File: src/rtl/vj_pkg.sv
// Package: shared step encoding and fixed opcode bytes for the vector
// jump sequencer. Assumes an 8-bit data path.
package vj_pkg;
    localparam int DATA_W = 8;

    localparam logic [DATA_W-1:0] OP_DI  = 8'hF3;
    localparam logic [DATA_W-1:0] OP_JMP = 8'hC3;
    localparam logic [DATA_W-1:0] OP_LO  = 8'h00;

    typedef enum logic [2:0] {
        ST_IDLE = 3'd0,
        ST_DI   = 3'd1,
        ST_JMP  = 3'd2,
        ST_LO   = 3'd3,
        ST_HI   = 3'd4,
        ST_REL  = 3'd5
    } vj_step_e;
endpackage

File: src/rtl/vj_clr_sync.sv
// Module: picks one of two active-low clear requests and brings it into
// the clock domain through a flop chain. Assumes the requests are
// asynchronous and last longer than SYNC_STAGES clocks.
module vj_clr_sync #(
    parameter int SYNC_STAGES = 2
) (
    input  logic clk,
    input  logic rst_n,
    input  logic por_clr_n,
    input  logic bus_rst_n,
    input  logic clr_src_sel,
    output logic clr_act
);
    localparam int LAST = SYNC_STAGES - 1;

    logic             req_n;
    logic [LAST:0]    chain;

    // Select the configured clear source.
    always_comb req_n = clr_src_sel ? bus_rst_n : por_clr_n;

    // First stage samples the raw request; reset value is inactive.
    always_ff @(posedge clk) begin
        if (!rst_n) chain[0] <= 1'b1;
        else        chain[0] <= req_n;
    end

    // Remaining stages of the synchroniser chain.
    generate
        for (genvar i = 1; i < SYNC_STAGES; i++) begin : g_stage
            always_ff @(posedge clk) begin
                if (!rst_n) chain[i] <= 1'b1;
                else        chain[i] <= chain[i-1];
            end
        end
    endgenerate

    // Active-high clear seen by the sequencer.
    always_comb clr_act = ~chain[LAST];
endmodule

File: src/rtl/vj_strobe_edge.sv
// Module: detects the end of a bus read, i.e. rd_strobe going from high
// to low between two clock edges. Assumes rd_strobe is synchronous to clk.
module vj_strobe_edge (
    input  logic clk,
    input  logic rst_n,
    input  logic rd_strobe,
    output logic strobe_fall
);
    logic strobe_q;

    // Remember the strobe level of the previous edge.
    always_ff @(posedge clk) begin
        if (!rst_n) strobe_q <= 1'b0;
        else        strobe_q <= rd_strobe;
    end

    // A fall is previous high, current low.
    always_comb strobe_fall = strobe_q & ~rd_strobe;
endmodule

File: src/rtl/vj_step_fsm.sv
// Module: five-step sequencer state. The enable has top priority, then a
// synchronised clear (restart at step one), then strobe falls (advance).
// Assumes clr_act and strobe_fall are already in the clock domain.
module vj_step_fsm
    import vj_pkg::*;
(
    input  logic     clk,
    input  logic     rst_n,
    input  logic     jump_en,
    input  logic     clr_act,
    input  logic     strobe_fall,
    output vj_step_e step
);
    vj_step_e step_nx;

    // Next step from enable, clear and strobe events.
    always_comb begin
        step_nx = step;
        if (!jump_en) begin
            step_nx = ST_IDLE;
        end else if (clr_act) begin
            step_nx = ST_DI;
        end else if (strobe_fall) begin
            unique case (step)
                ST_DI:   step_nx = ST_JMP;
                ST_JMP:  step_nx = ST_LO;
                ST_LO:   step_nx = ST_HI;
                ST_HI:   step_nx = ST_REL;
                ST_REL:  step_nx = ST_IDLE;
                default: step_nx = ST_IDLE;
            endcase
        end
    end

    // Step register.
    always_ff @(posedge clk) begin
        if (!rst_n) step <= ST_IDLE;
        else        step <= step_nx;
    end
endmodule

File: src/rtl/vj_byte_mux.sv
// Module: maps the current step to the injected byte and the output
// controls. Assumes tgt_hi is a static setting.
module vj_byte_mux
    import vj_pkg::*;
#(
    parameter int DW = DATA_W
) (
    input  vj_step_e        step,
    input  logic [DW-1:0]   tgt_hi,
    input  logic            rd_strobe,
    output logic [DW-1:0]   dout,
    output logic            dout_oe,
    output logic            jump_active,
    output logic            phantom_req
);
    logic byte_step;

    // Byte selection per step; zero outside the four byte steps.
    always_comb begin
        unique case (step)
            ST_DI:   dout = OP_DI;
            ST_JMP:  dout = OP_JMP;
            ST_LO:   dout = OP_LO;
            ST_HI:   dout = tgt_hi;
            default: dout = '0;
        endcase
    end

    // Control outputs derived from the step and the read strobe.
    always_comb begin
        byte_step   = (step == ST_DI) || (step == ST_JMP) ||
                      (step == ST_LO) || (step == ST_HI);
        phantom_req = byte_step;
        jump_active = (step != ST_IDLE);
        dout_oe     = byte_step & rd_strobe;
    end
endmodule

File: src/rtl/vecjump_seq.sv
// Module: top of the reset vector jump sequencer. After a synchronised
// clear it injects a disable-interrupts byte and a three-byte jump to
// {tgt_hi, 00} one byte per read strobe, then releases the bus.
// Assumes rd_strobe is synchronous to clk.
module vecjump_seq
    import vj_pkg::*;
#(
    parameter int SYNC_STAGES = 2
) (
    input  logic              clk,
    input  logic              rst_n,
    input  logic              por_clr_n,
    input  logic              bus_rst_n,
    input  logic              clr_src_sel,
    input  logic              jump_en,
    input  logic [DATA_W-1:0] tgt_hi,
    input  logic              rd_strobe,
    output logic [DATA_W-1:0] dout,
    output logic              dout_oe,
    output logic              jump_active,
    output logic              phantom_req
);
    logic     clr_act;
    logic     strobe_fall;
    vj_step_e step;

    vj_clr_sync #(.SYNC_STAGES(SYNC_STAGES)) u_sync (
        .clk(clk), .rst_n(rst_n), .por_clr_n(por_clr_n),
        .bus_rst_n(bus_rst_n), .clr_src_sel(clr_src_sel), .clr_act(clr_act)
    );

    vj_strobe_edge u_edge (
        .clk(clk), .rst_n(rst_n), .rd_strobe(rd_strobe), .strobe_fall(strobe_fall)
    );

    vj_step_fsm u_fsm (
        .clk(clk), .rst_n(rst_n), .jump_en(jump_en), .clr_act(clr_act),
        .strobe_fall(strobe_fall), .step(step)
    );

    vj_byte_mux #(.DW(DATA_W)) u_mux (
        .step(step), .tgt_hi(tgt_hi), .rd_strobe(rd_strobe), .dout(dout),
        .dout_oe(dout_oe), .jump_active(jump_active), .phantom_req(phantom_req)
    );
endmodule

File: config.mk
export PLATFORM = sky130hd
export DESIGN_NAME = vecjump_seq
export DESIGN_NICKNAME = d
export VERILOG_FILES = /design/src/rtl/vj_pkg.sv /design/src/rtl/vj_clr_sync.sv /design/src/rtl/vj_strobe_edge.sv /design/src/rtl/vj_step_fsm.sv /design/src/rtl/vj_byte_mux.sv /design/src/rtl/vecjump_seq.sv
export SDC_FILE = /design/constraint.sdc
export NUM_CORES = 1
export LEC_CHECK = 0
export ABC_CLOCK_PERIOD_IN_PS = 1150
export CORE_AREA = 3 3 40 42
export DETAILED_ROUTE_END_ITERATION = 16
export DIE_AREA = 0 0 43 45
export PLACE_DENSITY = 0.7
export SLEW_MARGIN = 10
export SYNTH_ARGS = -nofsm -noshare
export SYNTH_HDL_FRONTEND = slang
export SYNTH_SLANG_ARGS = --single-unit
File: constraint.sdc
create_clock -name clk -period 1.15 [get_ports clk]
set_clock_uncertainty 0.05 [all_clocks]
set_input_delay 0.23 -clock clk [delete_from_list [all_inputs] [get_ports clk]]
set_output_delay 0.23 -clock clk [all_outputs]
set_load 0.05 [all_outputs]
==> impl_metrics.tcl <==
set metrics [dict create \
    dp_slack_ns -0.337 \
    drc 0 \
    hpwl_mm 1.01 \
    arrival_ns 1.34 \
    synth_cell_types 18 \
    regArea_sq_um 131 \
    hold_ws_ns 0.334 \
    drtAntennaViolNets 0 \
    fin_nets 105 \
    worstHoldPathType "primary input to flop" \
    top_layer "met3" \
    cts_buffer_depth 2 \
    wl_met3_um 68 \
    ir_drop_v 0.000551 \
    die_w_um 43 \
    period_share_pct 140 \
    clk_pin_slew_ns 0.06 \
    violations "negative setup slack" \
    max_stage_delay_ns 0.38 \
    antenna_found_initial 0 \
    start_util_pct 28.1 \
    clock_tree.root_cell "clkbuf_4" \
    io_buffer_count 25 \
    die_y_um 45 \
    grt_pass1_vias 529 \
    max_freq_ghz 0.619 \
    wire_per_inst_um 13.6 \
    drt_first_pass_iters 4 \
    regToRegSetupSlack_ns -0.14 \
    status "finished, violations left" \
    multi_input_area_sq_um 379 \
    synth.area.top_cells "dfxtp_1 (33%), a21oi_1 (11%), o21ai_0 (6.9%)" \
    coreArea_sq_um 1280 \
    cts_tree "done" \
    hold_violations 0 \
    rows 13 \
    setup_violations 13 \
    syn_nets 64 \
    clock-sinks 6 \
    htree_levels 1 \
    cp-start-kind "flop" \
    vias 493 \
    drive_above_1_share_pct 61.8 \
    tightest_slew_ns 0.288 \
    finalWorstSetupSlack_ns -0.465 \
    synth_area_sq_um 362 \
    maxSlewViolCount 0 \
    grt_overflow 0 \
    viasPerCell 4.74 \
    crit_family "flip-flops" \
    ctsHoldBuffers 0 \
    post-route-util_pct 81.1 \
    synth_top_area_share_pct 33.2 \
    yosys.area.top_type "dfxtp_1" \
    die_area_sq_um 1940 \
    p_total_uw 614 \
    cts_made_buffers 3 \
    wl_met2_um 834 \
    dr.first_iter.drc_count 4 \
    p_leak_nw 0.402 \
    relSlewSlack_pct 80.8 \
    crit_path_top_delay_cell "dfxtp_4" \
    worstPathBufferInverterCount 1 \
    power.density_nw_per_um2 589 \
    synth.avg_cell_area_sq_um 7.38 \
    setup_tns_ns -4.62 \
    syn_inst 49 \
    wl_met1_um 511 \
    critPathKind "flop to primary output" \
    synth-seq-cells 6 \
    cp.required_ns 0.87 \
    rsz0062_at_grt "true" \
    io_pins 26 \
    num-fill-cells 80 \
    path_cells "nor2b_4 > a21oi_2 > o21ai_4 > buf_12" \
    critical_path.endpoint_type "primary output" \
    yosysSeqAreaShare_pct 33.2 \
    routed_wl_mm 1.41 \
    maxCapViolations 0 \
    grt_pass1_wl_mm 2.35 \
    area_growth_pct 188 \
    diodes 0 \
    grt_util_all_layers_pct 16.4 \
    gp_congestion 0.775 \
    cp_max_fo 6 \
    period_needed_ns 1.62 \
    clk_latency_ns 0.26 \
    ys_warn_count 0 \
    grt_start_max_net_pins 8 \
]
-- final cells by class --
cell class / count / area share (%)
repair buffers: 39 / 46.7
clock buffers: 4 / 2.52
multi-input cells: 40 / 36.4
flip-flops and latches: 6 / 12.6
well taps: 15 / 1.80
-- synthesized netlist by cell type --
cell      count
nand2_1       4
buf_6         1
nor2_1        5
nand2b_1      2
and2_1        2
clkbuf_1      1
dfxtp_1       6
mux2i_1       1
o21ai_0       5
buf_4         1
nand3_1       2
a211oi_1      1
or3_1         2
and3_1        2
a31oi_1       1
a21oi_1       8
xnor2_1       2
nor2b_1       3
-- state kept, by name, summed over array words and instances, names as in the netlist --
signal           cells
u_sync.chain         2
u_edge.strobe_q      1
u_fsm.step           3
-- layout by cell type, fill, tap and decap left out, types with 2 or more instances in the layout --
cell type / instances
nor2_1: 2
and3_4: 2
clkdlybuf4s50_1: 13
dfxtp_1: 3
buf_4: 9
buf_12: 11
dfxtp_4: 3
o21ai_4: 4
buf_6: 4
nor2b_4: 2
a21oi_2: 7
nand2_1: 3
nor2_4: 3
or3_1: 2
clkbuf_4: 3
-- cell families (layout without fill, tap and decap cells) --
logic type             Yosys count  after routing  synth area share [%]
buffers and inverters            3             43                  6.23
XOR/XNOR                         2              2                  4.85
flip-flops                       6              6                  33.2
AO/OA/AOI/OAI                   15             15                  21.8
AND/OR/NAND/NOR                 22             22                  31.1
multiplexers                     1              1                  2.77
-- final timing paths --
kind | end | depth (start not counted) | from
hold reg to reg | u_sync.chain[1]$_SDFF_PN1_ | 1 | u_sync.chain[0]$_SDFF_PN1_
setup / recovery | dout[6] | 4 | u_fsm.step[2]$_SDFFE_PN0P_
setup reg to reg | u_fsm.step[0]$_SDFFE_PP0P_ | 4 | u_fsm.step[2]$_SDFFE_PN0P_
hold / removal | u_edge.strobe_q$_SDFF_PN0_ | 2 | rd_strobe
-- layer usage --
metal,track usage [%],vias up
met3,3.19,0
li1,-,250
met1,17.3,230
met5,0,-
met2,32.3,13
met4,5.42,0
-- through the flow --
step           instance area, sq um  instances
5_1_grt                        1040        104
6_report                       1040        104
2_1_floorplan                   472         49
4_1_cts                        1000        104
3_5_place_dp                    915         98
3_3_place_gp                    915         98
-- power by group --
group,total [mW],internal (mW),switching (mW)
clock network,0.226,0.132,0.0933
registers,0.215,0.209,0.00574
logic,0.174,0.103,0.0710
-- repair_timing --
item                       4_1_cts  5_1_grt
pin swaps                        1        6
setup buffers                    2        1
setup endpoints to repair       13       14
resized for setup               14       11
Note: power is estimated with default switching activity, not from simulation.
